--- config.mk ---
export PLATFORM = sky130hd
export DESIGN_NAME = dac_chain_driver
export DESIGN_NICKNAME = d
export VERILOG_FILES = /design/src/rtl/dac_chain_pkg.sv /design/src/rtl/half_tick_gen.sv /design/src/rtl/stream_shifter.sv /design/src/rtl/chain_seq_fsm.sv /design/src/rtl/dac_chain_driver.sv
export SDC_FILE = /design/constraint.sdc
export NUM_CORES = 1
export LEC_CHECK = 0
export BUFFER_PORTS_ARGS = -buffer_cell sky130_fd_sc_hd__buf_2
export CAP_MARGIN = 15
export CORE_UTILIZATION = 30
export CTS_CLUSTER_SIZE = 40
export DETAILED_ROUTE_END_ITERATION = 10
export REMOVE_ABC_BUFFERS = 1
export SYNTH_ARGS = -nofsm -noshare
export SYNTH_HDL_FRONTEND = slang
export SYNTH_SLANG_ARGS = --single-unit
--- constraint.sdc ---
create_clock -name clk -period 5.4 [get_ports clk]
set_input_delay 0.27 -clock clk [delete_from_list [all_inputs] [get_ports clk]]
set_output_delay 0.27 -clock clk [all_outputs]
set_load 0.1 [all_outputs]
--- src/rtl/dac_chain_pkg.sv ---
package dac_chain_pkg;

  typedef enum logic [1:0] {
    ST_IDLE  = 2'd0,
    ST_SHIFT = 2'd1,
    ST_GAP   = 2'd2,
    ST_LOAD  = 2'd3
  } seq_state_t;

endpackage

--- src/rtl/half_tick_gen.sv ---
module half_tick_gen #(
  parameter int HALF_DIV = 2
) (
  input  logic clk,
  input  logic rst,
  input  logic en,
  output logic tick
);
  localparam int CW = (HALF_DIV > 1) ? $clog2(HALF_DIV) : 1;
  localparam logic [CW-1:0] LAST = CW'(HALF_DIV - 1);

  logic [CW-1:0] cnt_q;

  // count system cycles inside one serial half period
  always_ff @(posedge clk) begin
    if (rst || !en) begin
      cnt_q <= '0;
    end else if (cnt_q == LAST) begin
      cnt_q <= '0;
    end else begin
      cnt_q <= cnt_q + 1'b1;
    end
  end

  assign tick = en && (cnt_q == LAST);

  // divider never leaves its range
  a_r3_div_range: assert property (@(posedge clk) disable iff (rst)
    cnt_q <= LAST);

endmodule

--- src/rtl/stream_shifter.sv ---
module stream_shifter #(
  parameter int TOTAL = 48
) (
  input  logic             clk,
  input  logic             rst,
  input  logic             capture,
  input  logic [TOTAL-1:0] data_in,
  input  logic             advance,
  output logic             bit_out
);
  logic [TOTAL-1:0] sr_q;

  // MSB of the packed vector is the first bit on the line
  always_ff @(posedge clk) begin
    if (rst) begin
      sr_q <= '0;
    end else if (capture) begin
      sr_q <= data_in;
    end else if (advance) begin
      sr_q <= {sr_q[TOTAL-2:0], 1'b0};
    end
  end

  assign bit_out = sr_q[TOTAL-1];

  // the stream only moves on capture or advance
  a_r8_hold_stream: assert property (@(posedge clk) disable iff (rst)
    (!capture && !advance) |=> $stable(sr_q));

endmodule

--- src/rtl/chain_seq_fsm.sv ---
module chain_seq_fsm
  import dac_chain_pkg::*;
#(
  parameter int TOTAL = 48
) (
  input  logic clk,
  input  logic rst,
  input  logic start,
  input  logic tick,
  output logic capture,
  output logic advance,
  output logic busy,
  output logic sclk,
  output logic load
);
  localparam int BW = $clog2(TOTAL + 1);
  localparam logic [BW-1:0] LAST_BIT = BW'(TOTAL - 1);

  seq_state_t     state_q;
  logic [BW-1:0]  bit_q;
  logic           phase_q;   // 0: sclk low half, 1: sclk high half
  logic           half_q;    // half-period index in gap and load
  logic           busy_q, sclk_q, load_q;

  assign capture = (state_q == ST_IDLE) && start;
  assign advance = (state_q == ST_SHIFT) && tick && phase_q;

  always_ff @(posedge clk) begin
    if (rst) begin
      state_q <= ST_IDLE;
      bit_q   <= '0;
      phase_q <= 1'b0;
      half_q  <= 1'b0;
      busy_q  <= 1'b0;
      sclk_q  <= 1'b0;
      load_q  <= 1'b0;
    end else begin
      case (state_q)
        ST_IDLE: begin
          if (start) begin
            state_q <= ST_SHIFT;
            busy_q  <= 1'b1;
            bit_q   <= '0;
            phase_q <= 1'b0;
          end
        end
        ST_SHIFT: begin
          if (tick) begin
            if (!phase_q) begin
              sclk_q  <= 1'b1;
              phase_q <= 1'b1;
            end else begin
              sclk_q  <= 1'b0;
              phase_q <= 1'b0;
              if (bit_q == LAST_BIT) begin
                state_q <= ST_GAP;
                half_q  <= 1'b0;
              end else begin
                bit_q <= bit_q + 1'b1;
              end
            end
          end
        end
        ST_GAP: begin
          if (tick) begin
            if (half_q) begin
              state_q <= ST_LOAD;
              load_q  <= 1'b1;
              half_q  <= 1'b0;
            end else begin
              half_q <= 1'b1;
            end
          end
        end
        ST_LOAD: begin
          if (tick) begin
            if (half_q) begin
              state_q <= ST_IDLE;
              load_q  <= 1'b0;
              busy_q  <= 1'b0;
              half_q  <= 1'b0;
            end else begin
              half_q <= 1'b1;
            end
          end
        end
        default: state_q <= ST_IDLE;
      endcase
    end
  end

  assign busy = busy_q;
  assign sclk = sclk_q;
  assign load = load_q;

  // quiet lines when idle
  a_r1_idle_quiet: assert property (@(posedge clk) disable iff (rst)
    !busy_q |-> (!sclk_q && !load_q));
  // strobe only while the serial clock rests low
  a_r5_load_clock_low: assert property (@(posedge clk) disable iff (rst)
    load_q |-> !sclk_q);
  // strobe lies inside the busy window
  a_r2_load_in_busy: assert property (@(posedge clk) disable iff (rst)
    load_q |-> busy_q);
  // bit counter bounded by the stream length
  a_r3_bit_bound: assert property (@(posedge clk) disable iff (rst)
    bit_q <= LAST_BIT);
  // a start while shifting does not end or restart the update
  a_r6_no_restart: assert property (@(posedge clk) disable iff (rst)
    (state_q == ST_SHIFT && start && !tick) |=> (state_q == ST_SHIFT && $stable(bit_q)));

endmodule

--- src/rtl/dac_chain_driver.sv ---
module dac_chain_driver #(
  parameter int WORD_W   = 12,
  parameter int N_DEV    = 4,
  parameter int HALF_DIV = 2
) (
  input  logic                      clk,
  input  logic                      rst,
  input  logic                      start,
  input  logic [WORD_W*N_DEV-1:0]   codes,
  output logic                      busy,
  output logic                      sclk,
  output logic                      sdata,
  output logic                      load
);
  localparam int TOTAL = WORD_W * N_DEV;

  logic tick, capture, advance;

  half_tick_gen #(.HALF_DIV(HALF_DIV)) u_tick (
    .clk  (clk),
    .rst  (rst),
    .en   (busy),
    .tick (tick)
  );

  chain_seq_fsm #(.TOTAL(TOTAL)) u_seq (
    .clk     (clk),
    .rst     (rst),
    .start   (start),
    .tick    (tick),
    .capture (capture),
    .advance (advance),
    .busy    (busy),
    .sclk    (sclk),
    .load    (load)
  );

  stream_shifter #(.TOTAL(TOTAL)) u_shift (
    .clk     (clk),
    .rst     (rst),
    .capture (capture),
    .data_in (codes),
    .advance (advance),
    .bit_out (sdata)
  );

  // data only moves while the serial clock is low
  a_r4_data_steady_high: assert property (@(posedge clk) disable iff (rst)
    (sclk && $past(sclk)) |-> $stable(sdata));

endmodule

### Word level (Yosys, flattened, before mapping)

Index checks and enable logic that the tools add are counted.

* memories kept: 0
* bits in latches: 0
* input port bits: 51
* bits in read-only memories: 0
* register bits after elaboration: 62
* RAM bits: 0

* shifts and indexed selects: 0
* add/subtract/negate cells: 2
* equality and inequality tests: 14
* reduce and logical (&&, ||, !) cells: 21
* magnitude comparators: 0
* divide/modulo/power cells: 0
* bitwise operators: 0
* muxes and demuxes: 33
* multipliers: 0

Operators with widths (number)
* $mux 48: 2
* $mux 6: 4
* $mux 2: 8
* $reduce_and 5->1: 3
* $ne 2x1->1 const B: 7
* $mux 1: 13
* $pmux 6 s2: 1
* $reduce_bool 2->1: 5
* $pmux 1 s2: 4
* $pmux 2 s4: 1
* $reduce_and 8->1: 1
* $add 6x1->6 const B: 1
* $eq 6x6->1 const B: 1
* $ne 2x2->1 const B: 3
* $eq 2x2->1 const B: 2
* $logic_and 1x1->1: 4
* $reduce_and 4->1: 1
* $reduce_or 2->1: 2
* $reduce_and 3->1: 1
* $eq 2x1->1 const B: 1
* $logic_not 2->1: 1
* $reduce_and 2->1: 1
* $add 1x1->1 const B: 1
* $logic_not 1->1: 1
* $logic_or 1x1->1: 1

### Depth between registers and ports, before layout

Gate-level depths: netlist of the first run.

* depth after elaboration: 5
* gate-level depth with buffers: 7
* depth with buffers taken out: 6

### Hierarchy

From an unflattened synthesis of the first run, not the netlist that was laid out.

* cells, all modules: 303
* area total of the unflattened synthesis: 3083.0 um^2

Modules (own cells, without submodules)
* stream_shifter: area an instance 2264.7 um^2, times used 1, cells each 214
* chain_seq_fsm: area an instance 778.2 um^2, times used 1, cells each 86
* half_tick_gen: area an instance 40.0 um^2, times used 1, cells each 3

### Worst setup path after synthesis of the first run

OpenSTA, ideal clock, no wires.

* path kind: flip-flop to flip-flop
* from: register u_seq.busy_q, in the netlist u_seq.busy
* to: register u_seq.state_q[1]
* cell stages (with the launch flop): 6
* arrival time: 2.161 ns
* required time: 5.330 ns
* path slack: 3.168 ns
* path through: dfxtp_1 -> buf_2 -> a2bb2oi_1 -> o32a_1 -> or4b_1 -> a21oi_1

* longest elaborated chain between the ends: 3
* elaborated cells on any way between the ends: 5
* classes of those cells: eq/ne: 3; reduce/logical: 2

Ends and longest elaborated chain
* start: declaration: line chain_seq_fsm.sv:23 `logic busy_q, sclk_q, load_q;`
* start signal: assignment: line chain_seq_fsm.sv:34 `busy_q <= 1'b0;`
* start signal: assignment: line chain_seq_fsm.sv:42 `busy_q <= 1'b1;`
* start signal: assignment: line chain_seq_fsm.sv:80 `busy_q <= 1'b0;`
* $logic_and 1x1->1 *: line half_tick_gen.sv:25 `assign tick = en && (cnt_q == LAST);`
* $ne 2x1->1 (no source line)
* $reduce_and 8->1 (no source line) *
* end signal: assignment: line chain_seq_fsm.sv:30 `state_q <= ST_IDLE;`
* end signal: assignment: line chain_seq_fsm.sv:41 `state_q <= ST_SHIFT;`
* end signal: assignment: line chain_seq_fsm.sv:56 `state_q <= ST_GAP;`
* end: declaration: line chain_seq_fsm.sv:19 `seq_state_t state_q;`

Every way passes the cells marked *; elsewhere a longest branch is shown, timed or not.
A chain may end at the register's enable or synchronous reset.

### Worst setup path after layout of the first run

* from: register u_seq.state_q[1]
* to: register u_seq.bit_q[4]

* longest elaborated chain between the ends: 3
* elaborated cells on any way between the ends: 9
* classes of those cells: eq/ne: 5; mux: 1; reduce/logical: 3

Ends and longest elaborated chain
* $eq 2x1->1 or $logic_not 2->1 (tied branches): line chain_seq_fsm.sv:38 `case (state_q)`
* $ne 2x2->1 (no source line), or another cell as far along
* $reduce_and 5->1 (no source line)
* end signal: assignment: line chain_seq_fsm.sv:59 `bit_q <= bit_q + 1'b1;`
* end: declaration: line chain_seq_fsm.sv:20 `logic [BW-1:0] bit_q;`

Parallel ways exist; a longest one is shown, timed or not.

==> results of run 1 <==
critical path, delay by kind of cell, from the launching register on:
| family | cells | cell delay [ns] |
|---|---|---|
| muxes | 1 | 0.29 |
| AOI/OAI and AO/OA | 2 | 0.42 |
| DFF | 1 | 0.35 |
| and+or+nand+nor | 1 | 0.50 |
| adders and majority gates | 1 | 0.94 |
| buffers and inverters | 1 | 0.11 |
worst paths after layout:
path,start,end,slack [ns],depth (start not counted)
worst max-delay path,u_seq.state_q[1],u_seq.bit_q[4],2.71,6
worst min-delay path,codes[28],u_shift.sr_q[28],0.21,3
worst max register to register,u_seq.state_q[1],u_seq.bit_q[4],2.71,6
worst min register to register,u_shift.sr_q[0],u_shift.sr_q[0],0.47,2
power breakdown:
group	switching, mW	internal (mW)
registers	0.0670	0.570
logic	0.326	0.168
clock network	0.180	0.177
total	0.573	0.915
metrics by stage:
stage	setup WS (ns)	cell area (um^2)	instances	power, mW	utilization [%]
2_1_floorplan	1.49	2810	334	1.00	-
3_3_place_gp	2.81	3260	518	1.13	34.8
3_5_place_dp	2.74	3260	518	1.14	34.8
4_1_cts	2.72	3420	534	1.50	36.5
5_1_grt	2.51	3420	534	1.59	36.5
6_report	2.71	3420	534	1.49	36.5
logic make-up (layout without fill, tap and decap cells):
logic type      Yosys count  after routing
compound gates           80             80
flops                    62             62
fa+ha+maj                 6              6
simple gates            180            180
buf+inv                  40             75
mux                       2              2
flip-flops by register name (all words and copies together), names as in the netlist:
name,flops
u_seq.half_q,1
u_seq.busy,1
u_shift.sr_q,48
u_seq.state_q,2
u_seq.bit_q,6
u_seq.load,1
u_seq.phase_q,1
u_seq.sclk,1
u_tick.cnt_q,1
cell usage in the layout (no fill, tap or decap), types with 4 or more instances in the layout:
cell / netlist / layout
a311oi_1: 47 / 47
o21ai_0: 5 / 5
nor2_1: 53 / 53
buf_2: 4 / 54
dfxtp_1: 62 / 62
nand2_1: 53 / 52
nand3_1: 52 / 52
clkbuf_8: 0 / 10
a21oi_1: 9 / 9
ha_1: 6 / 5
inv_1: 4 / 4
area by class of cell:
class,instances,area (um^2),share of cell area [%]
flip-flops and latches,62,1240,36.2
repair buffers,55,278,8.11
inverters,4,15.0,0.438
multi-input cells,268,1560,45.6
clock buffers,12,145,4.24
well taps,129,161,4.71
clock inverters,4,22.5,0.658
routing by layer:
layer / vias up / routed length [um]
met5: - / 0
met4: 0 / 79
met3: 7 / 276
met2: 73 / 3300
met1: 1307 / 3480
li1: 1407 / -
==> results.sh, run 1 <==
export IMPL_htree_num_levels=3
export IMPL_ys_types=46
export IMPL_synthCells=370
export IMPL_synth_seq_cells=62
export IMPL_setup_worst_path_start_class="register"
export IMPL_core_area_um2=9370
export IMPL_clock_latency_ns=0.34
export IMPL_synth_common_cells="dfxtp_1, nand2_1, nor2_1"
export IMPL_antenna_found_initial=0
export IMPL_drive_gt1_share_pct=19.5
export IMPL_synth_most_common_cell="dfxtp_1"
export IMPL_cap_violations=0
export IMPL_crit_type="register to register"
export IMPL_setup_tns_ns=0
export IMPL_synthFlopType="dfxtp_1"
export IMPL_io_buffers=54
export IMPL_dieArea_um2=10300
export IMPL_met1_usage_pct=18.0
export IMPL_cts_sinks=62
export IMPL_grt_max_degree=97
export IMPL_die_h_um=101
export IMPL_synth_top_family_by_area="simple AND/OR/NAND/NOR gates"
export IMPL_crit_arrival_ns=2.95
export IMPL_worst_hold_slack_ns=0.212
export IMPL_crit_required_ns=5.66
export IMPL_ir_worst_vdd_mv=0.194
export IMPL_rows=35
export IMPL_overflow=0
export IMPL_ios=55
export IMPL_drt_iter0_markers=170
export IMPL_cts_root_buffer="clkbuf_8"
export IMPL_use_met3_pct=3.52
export IMPL_clk_pin_slew_worst_paths_ns=0.07
export IMPL_clockBufferDepth=2
export IMPL_skew_ns=0.0109
export IMPL_viasPerCell=5.23
export IMPL_hp_class="input port to register"
export IMPL_cts_hold_buf=0
export IMPL_crit_chain="inv_1 -> ha_2 -> mux2i_1 -> a21o_2 -> or4_1 -> a21oi_1"
export IMPL_synth_xor_area_share_pct=0
export IMPL_yosys_mux_area_fraction_pct=0.677
export IMPL_n_antenna_cell=0
export IMPL_synth_adder_area_share_pct=2.54
export IMPL_cts_tree="yes"
export IMPL_gr_usage_all_layers_pct=14.8
export IMPL_leakagePower_nw=1.25
export IMPL_max_freq_mhz=372
export IMPL_yosysTopAreaCell="dfxtp_1"
export IMPL_synth_compound_area_share_pct=21.3
export IMPL_syn_area_per_cell_um2=7.99
export IMPL_fin_crit_ns=2.69
export IMPL_top_usage_layer="met2"
export IMPL_fillers=1036
export IMPL_grt_pass1_wl_um=12100
export IMPL_yosysSeqAreaShare_pct=42.0
export IMPL_maxSlewHeadroom_pct=22.7
export IMPL_cts_resized=0
export IMPL_rsz0062_at_grt="false"
export IMPL_cts_setup_buffers=0
export IMPL_finalWeightedCongestion=0.813
export IMPL_nets=457
export IMPL_synth_top_area_share_pct=42.0
export IMPL_vias=2794
export IMPL_worst_slew_pin_slew_ns=1.16
export IMPL_yosysWarnings=0
export IMPL_setup_viol=0
export IMPL_drtAntennaViolNets=0
export IMPL_synth_edf_count=0
export IMPL_dp_final_hpwl_um=4180
export IMPL_power_density_nw_per_um2=434
export IMPL_synth_simple_gate_area_share_pct=28.0
export IMPL_met2_usage_pct=25.1
export IMPL_start_util_pct=31.5
export IMPL_routed_wl_um=7140
export IMPL_slew_violations=0
export IMPL_syn_area_um2=2960
export IMPL_crit_fanout=60
export IMPL_synth_area_leaders="dfxtp_1, a311oi_1, nand3_1, nand2_1, nor2_1"
export IMPL_avgRoutedWirePerCell_um=13.4
export IMPL_endpoint_kind="register"
export IMPL_hold_viol_final=0
export IMPL_area_growth_pct=15.9
export IMPL_post_route_period_util_pct=49.8
export IMPL_die_w_um=101
export IMPL_firstDrtPassIters=4
export IMPL_cts_buffers_inserted=9
export IMPL_cpPeakStageDelay_ns=0.94
export IMPL_async_flop_share_pct=0
export IMPL_slowest_stage="ha_2"
export IMPL_drc=0
export IMPL_outcome="completed"
export IMPL_grt_pass1_vias=2657
Power figures use the tool's default switching activity.
==> run 2: changes to the inputs <==
Settings changed: ABC_AREA set to 1.
Clock period 5.4 ns to 2.3 ns, I/O delays scaled along.
==> run 2 against run 1 <==
Register-to-register slack got worse by 2.3 ns. Critical path depth increased by 3. Synthesized area increased by 1.2%. Synthesized cell count increased by 18%. Worst setup slack got worse by 2.3 ns. Wire length decreased by 2.0%. Clock power increased by 130%. Die area increased by 1.2%.
==> results.sh, run 2 <==
export IMPL_outcome="completed"
export IMPL_crit_cells=9
export IMPL_ir_worst_vdd_mv=0.436
export IMPL_fin_area_um2=3470
export IMPL_slew_violations=0
export IMPL_synthCells=438
export IMPL_fin_util_pct=35.7
export IMPL_firstDrtPassIters=4
export IMPL_gr_usage_all_layers_pct=14.7
export IMPL_die_w_um=102
export IMPL_yosysWarnings=0
export IMPL_synth_most_common_cell="nand2_1"
export IMPL_drt_iter0_markers=171
export IMPL_synth_area_leaders="dfxtp_1, nand2_1, nand3_1, nor2_1, o21ai_1"
export IMPL_final_cell_mix="nand2_1, nor2_1, dfxtp_1"
export IMPL_r2r_setup_slack_ns=0.41
export IMPL_switching_share_pct=42.6
export IMPL_drive_gt1_share_pct=16.7
export IMPL_synth_seq_cells=62
export IMPL_critical_path_top_delay_family="buffers and inverters"
export IMPL_grt_pass1_wl_um=12000
export IMPL_met2_usage_pct=23.2
export IMPL_ios=55
export IMPL_nets=538
export IMPL_worst_slew_pin_slew_ns=0.479
export IMPL_die_h_um=102
export IMPL_drtAntennaViolNets=0
export IMPL_power_frac_comb_pct=44.5
export IMPL_viasPerCell=4.66
export IMPL_met1_usage_pct=19.1
export IMPL_p_int_mw=2.40
export IMPL_power_mw=4.19
export IMPL_fin_crit_ns=1.89
export IMPL_vias=2886
export IMPL_rr_endpoint="u_shift.sr_q[5]"
export IMPL_cts_hold_buf=0
export IMPL_clk_pin_slew_worst_paths_ns=0.07
export IMPL_reg_largest_list="u_shift.sr_q x48, u_seq.bit_q x6, u_seq.state_q x2"
export IMPL_io_buffers=54
export IMPL_skew_ns=0.00692
export IMPL_dieArea_um2=10400
export IMPL_synth_top_area_share_pct=41.5
export IMPL_rsz0062_at_grt="false"
export IMPL_htree_num_levels=3
export IMPL_slowest_stage="buf_4"
export IMPL_crit_arrival_ns=2.16
export IMPL_power_density_nw_per_um2=1210
export IMPL_worst_slack_ns=0.413
export IMPL_clockBufferDepth=2
export IMPL_start_util_pct=30.7
export IMPL_cts_sinks=62
export IMPL_dp_final_hpwl_um=4780
export IMPL_setup_viol=0
export IMPL_power_share_clock_pct=19.8
export IMPL_crit_chain="inv_1 -> ha_1 -> nand2_2 -> inv_2 -> buf_4 -> nand2_1 -> nand3_1 -> o21ai_0 -> nor2_1"
export IMPL_use_met3_pct=3.35
export IMPL_layout_commonest_cell="nand2_1"
export IMPL_post_route_period_util_pct=82.0
export IMPL_cpPeakStageDelay_ns=0.42
export IMPL_maxSlewHeadroom_pct=68.1
export IMPL_routed_wl_um=7000
export IMPL_hp_class="input port to register"
export IMPL_max_freq_mhz=530
export IMPL_endpoint_kind="register"
export IMPL_overflow=0
export IMPL_hp_start="codes[0]"
export IMPL_crit_required_ns=2.57
export IMPL_largest_reg_flops=48
export IMPL_cts_root_buffer="clkbuf_8"
export IMPL_setup_worst_path_start_class="register"
export IMPL_area_growth_pct=16.0
export IMPL_leakagePower_nw=1.50
export IMPL_drc=0
export IMPL_hold_path_endpoint="u_shift.sr_q[0]"
export IMPL_cap_violations=0
export IMPL_async_flop_share_pct=0
export IMPL_rows=36
export IMPL_cts_tree="yes"
export IMPL_hold_depth=3
export IMPL_grt_pass1_vias=2696
export IMPL_crit_fanout=48
export IMPL_dpl_cell_area_um2=3300
export IMPL_antenna_found_initial=0
export IMPL_n_antenna_cell=0
export IMPL_yosysTopAreaCell="dfxtp_1"
export IMPL_multi_input_area_um2=1500
export IMPL_finalWeightedCongestion=0.802
export IMPL_synth_edf_count=0
export IMPL_r2r_start="u_seq.state_q[0]"
export IMPL_crit_type="register to register"
export IMPL_synthFlopType="dfxtp_1"
export IMPL_yosysSeqAreaShare_pct=41.5
export IMPL_ff_latch_area_um2=1240
export IMPL_grt_max_degree=95
export IMPL_clock_latency_ns=0.33
export IMPL_cts_buffers_inserted=9
export IMPL_dp_slack_ns=0.402
export IMPL_synth_common_cells="nand2_1, nor2_1, dfxtp_1"
export IMPL_cts_resized=0
export IMPL_avgRoutedWirePerCell_um=11.3
export IMPL_p_seq_share_pct=35.7
export IMPL_syn_area_per_cell_um2=6.83
export IMPL_p_switching_mw=1.79
export IMPL_ys_types=26
export IMPL_cts_setup_buffers=0
export IMPL_hold_viol_final=0
export IMPL_reg2reg_depth=9
export IMPL_cp_num_buf_inv=3
export IMPL_top_usage_layer="met2"
export IMPL_syn_area_um2=2990
export IMPL_core_area_um2=9730
export IMPL_fillers=1101
export IMPL_largest_register="u_shift.sr_q"
run 2: cell types whose count changed after synthesis, moves of 6 or more:
cell | before | now
a311oi_1 | 47 | 0
buf_1 | 6 | 0
buf_6 | 0 | 7
clkbuf_1 | 24 | 11
inv_1 | 4 | 18
nand2_1 | 53 | 120
nor2_1 | 53 | 70
o21ai_0 | 5 | 16
o21ai_1 | 2 | 33
run 2: worst max path at each step:
stage / from / to / slack, ns
6_report: u_seq.state_q[0] / u_shift.sr_q[5] / 0.41
5_1_grt: u_seq.state_q[0] / u_shift.sr_q[16] / 0.19
4_1_cts: u_seq.state_q[0] / u_shift.sr_q[40] / 0.39
3_5_place_dp: u_seq.state_q[0] / u_shift.sr_q[40] / 0.40
3_3_place_gp: u_seq.state_q[0] / u_shift.sr_q[40] / 0.51
2_1_floorplan: u_seq.busy / u_shift.sr_q[10] / -0.33
run 2: cell families after synthesis:
kind of cell | Yosys count | synth area share [%]
simple gates | 259 | 36.2
buf+inv | 48 | 8.36
compound gates | 62 | 11.1
xor+xnor | 1 | 0.293
flops | 62 | 41.5
fa+ha+maj | 6 | 2.51
run 2: worst register-to-register path, cell delays in order (launching register included):
cell and delay (ns):
dfxtp_1 0.33, inv_1 0.13, ha_1 0.24, nand2_2 0.20, inv_2 0.11, buf_4 0.42, nand2_1 0.12, nand3_1 0.10
o21ai_0 0.08, nor2_1 0.10
run 2: power by group through the flow:
stage	clock network [mW]	logic (mW)	registers, mW
global route	0.897	2.16	1.53
finish	0.829	1.86	1.50
CTS	0.856	1.88	1.50
detailed placement	0	1.87	1.52
global placement	0	1.82	1.51
floorplan	0	1.37	1.55
run 2: cell type report:
type                            instances  share of cell area (%)
Clock buffer                           12                    4.18
Inverter                               22                    2.38
Multi-Input combinational cell        328                    43.2
Sequential cell                        62                    35.8
Tap cell                              133                    4.79
Clock inverter                          4                   0.649
Timing Repair Buffer                   58                    9.01
run 2: per-stage QoR:
step	hold slack, ns	setup TNS [ns]	cells
6_report	0.0659	0	619
4_1_cts	0.0432	0	619
5_1_grt	0.0648	0	619
2_1_floorplan	0.184	-15.51	412
3_5_place_dp	0.402	0	603
3_3_place_gp	0.400	0	603
run 2: metal layers:
metal  vias to the layer above  wire length (um)
met5                         -                 0
met2                        69              3120
met1                      1302              3350
met4                         0               119
li1                       1503                 -
met3                        12               399
==> run 3: changes to the inputs <==
Clock period 2.3 ns to 1.95 ns, I/O delays scaled along.
==> run 3 against run 2 <==
First-iteration DRC count decreased by 39%. Worst setup slack got worse by 0.19 ns. Die area unchanged. Via count decreased by 3.6%. Flip-flop and latch count unchanged. Critical path type unchanged. Clock skew increased by 0.0024 ns. Register-to-register slack got worse by 0.19 ns. Wire length decreased by 4.2%.
==> results.sh, run 3 (synthesized netlist as in run 2, its figures left out) <==
export IMPL_grt_pass1_vias=2458
export IMPL_htree_num_levels=3
export IMPL_post_route_period_util_pct=88.6
export IMPL_clk_pin_slew_worst_paths_ns=0.07
export IMPL_r2r_start="u_seq.state_q[1]"
export IMPL_cts_sinks=62
export IMPL_drive_gt1_share_pct=16.8
export IMPL_reg_largest_list="u_shift.sr_q x48, u_seq.bit_q x6, u_seq.state_q x2"
export IMPL_maxSlewHeadroom_pct=61.8
export IMPL_crit_fanout=94
export IMPL_grt_max_degree=95
export IMPL_routed_wl_um=6700
export IMPL_cts_tree="yes"
export IMPL_slew_violations=0
export IMPL_outcome="completed"
export IMPL_cap_violations=0
export IMPL_hold_viol_final=0
export IMPL_io_buffers=54
export IMPL_drt_iter0_markers=104
export IMPL_drtAntennaViolNets=0
export IMPL_crit_type="register to register"
export IMPL_largest_reg_flops=48
export IMPL_ir_worst_vdd_mv=0.564
export IMPL_crit_arrival_ns=1.94
export IMPL_largest_register="u_shift.sr_q"
export IMPL_nets=540
export IMPL_clock_latency_ns=0.34
export IMPL_power_frac_comb_pct=44.7
export IMPL_skew_ns=0.00928
export IMPL_crit_start="u_seq.state_q[1]"
export IMPL_avgRoutedWirePerCell_um=10.8
export IMPL_antenna_found_initial=0
export IMPL_power_density_nw_per_um2=1410
export IMPL_n_antenna_cell=0
export IMPL_slowest_stage="dfxtp_1"
export IMPL_die_h_um=102
export IMPL_drc=0
export IMPL_rows=36
export IMPL_vias=2782
export IMPL_rsz0062_at_grt="false"
export IMPL_start_util_pct=30.7
export IMPL_clockBufferDepth=2
export IMPL_viasPerCell=4.48
export IMPL_die_w_um=102
export IMPL_setup_worst_path_start_class="register"
export IMPL_firstDrtPassIters=5
export IMPL_ios=55
export IMPL_hp_class="input port to register"
export IMPL_leakagePower_nw=1.51
export IMPL_power_share_clock_pct=19.4
export IMPL_cts_root_buffer="clkbuf_8"
export IMPL_fillers=1101
export IMPL_overflow=0
export IMPL_layout_commonest_cell="nand2_1"
export IMPL_dieArea_um2=10400
export IMPL_area_growth_pct=16.2
export IMPL_finalWeightedCongestion=0.780
export IMPL_cts_setup_buffers=0
export IMPL_core_area_um2=9730
export IMPL_final_cell_mix="nand2_1, nor2_1, dfxtp_1"
export IMPL_cts_buffers_inserted=9
export IMPL_p_switching_mw=2.08
export IMPL_switching_share_pct=42.4
export IMPL_endpoint_kind="register"
export IMPL_cpPeakStageDelay_ns=0.33
export IMPL_hp_start="codes[0]"
export IMPL_fin_util_pct=35.7
export IMPL_p_int_mw=2.82
export IMPL_cts_hold_buf=0
export IMPL_max_freq_mhz=579
export IMPL_p_seq_share_pct=35.9
export IMPL_cts_resized=0
export IMPL_worst_hold_slack_ns=0.0394
export IMPL_dp_final_hpwl_um=4510
export IMPL_crit_chain="inv_1 -> ha_1 -> nand3_2 -> nand2_2 -> buf_12 -> nand3_1 -> o21ai_1 -> nor2_1"
export IMPL_gr_usage_all_layers_pct=13.8
export IMPL_worst_slew_pin_slew_ns=0.573
export IMPL_crit_required_ns=2.16
export IMPL_setup_viol=0
export IMPL_fin_crit_ns=1.73
export IMPL_grt_pass1_wl_um=11200
==> run 3: cell types whose count changed in the layout (fill, tap and decap cells not counted) <==
cell	before	now
clkinvlp_4	1	0
buf_4	3	5
clkbuf_8	10	9
clkbuf_1	2	3
clkinv_4	0	1
==> run 3: power groups by stage <==
stage | clock [mW] | combinational (mW) | sequential [mW]
finish | 0.952 | 2.19 | 1.76
global route | 1.04 | 2.53 | 1.80
CTS | 0.983 | 2.22 | 1.76
detailed placement | 0 | 2.20 | 1.78
global placement | 0 | 2.17 | 1.78
floorplan | 0 | 1.62 | 1.83
==> run 3: cell type report <==
| class | count | area (um^2) | share of cell area (%) |
|---|---|---|---|
| sequential | 62 | 1240 | 35.7 |
| timing repair buffer | 60 | 328 | 9.43 |
| clock inverter | 4 | 23.8 | 0.684 |
| multi-input combinational | 328 | 1500 | 43.1 |
| inverter | 22 | 82.6 | 2.37 |
| clock buffer | 12 | 135 | 3.89 |
| tap | 133 | 166 | 4.79 |
==> run 3: routing by layer <==
layer  GRT usage, %  vias to the layer above  routed length [um]
met2           20.7                       57                2890
met5              0                        -                   0
li1               -                     1506                   -
met3           2.39                        6                 264
met4           7.91                        0                  65
met1           18.7                     1213                3480
==> run 3: per-stage QoR <==
stage | std cells | TNS, ns | setup WS, ns | total power, mW | area (um^2)
after global routing | 621 | 0 | 0.0289 | 5.37 | 3480
after global placement | 605 | 0 | 0.295 | 3.95 | 3320
after floorplan | 412 | -33.82 | -0.683 | 3.45 | 2820
final | 621 | 0 | 0.223 | 4.90 | 3480
after detailed placement | 605 | 0 | 0.244 | 3.98 | 3320
after CTS | 621 | 0 | 0.208 | 4.96 | 3480
==> run 3: path summary, 6_finish.rpt <==
check	endpoint	slack (ns)	cells after the start
worst min-delay path	u_shift.sr_q[0]	0.04	3
worst max-delay path	u_shift.sr_q[36]	0.22	8
worst max register to register	u_shift.sr_q[36]	0.22	8
worst min register to register	u_tick.cnt_q	0.42	1
==> run 3: critical path, delay by kind of cell, from the launching register on <==
kind                     cells  cell delay [ns]
AO/OA/AOI/OAI                1             0.10
adder cells (fa/ha/maj)      1             0.30
buffers and inverters        2             0.40
flip-flops                   1             0.33
AND/OR/NAND/NOR              4             0.41
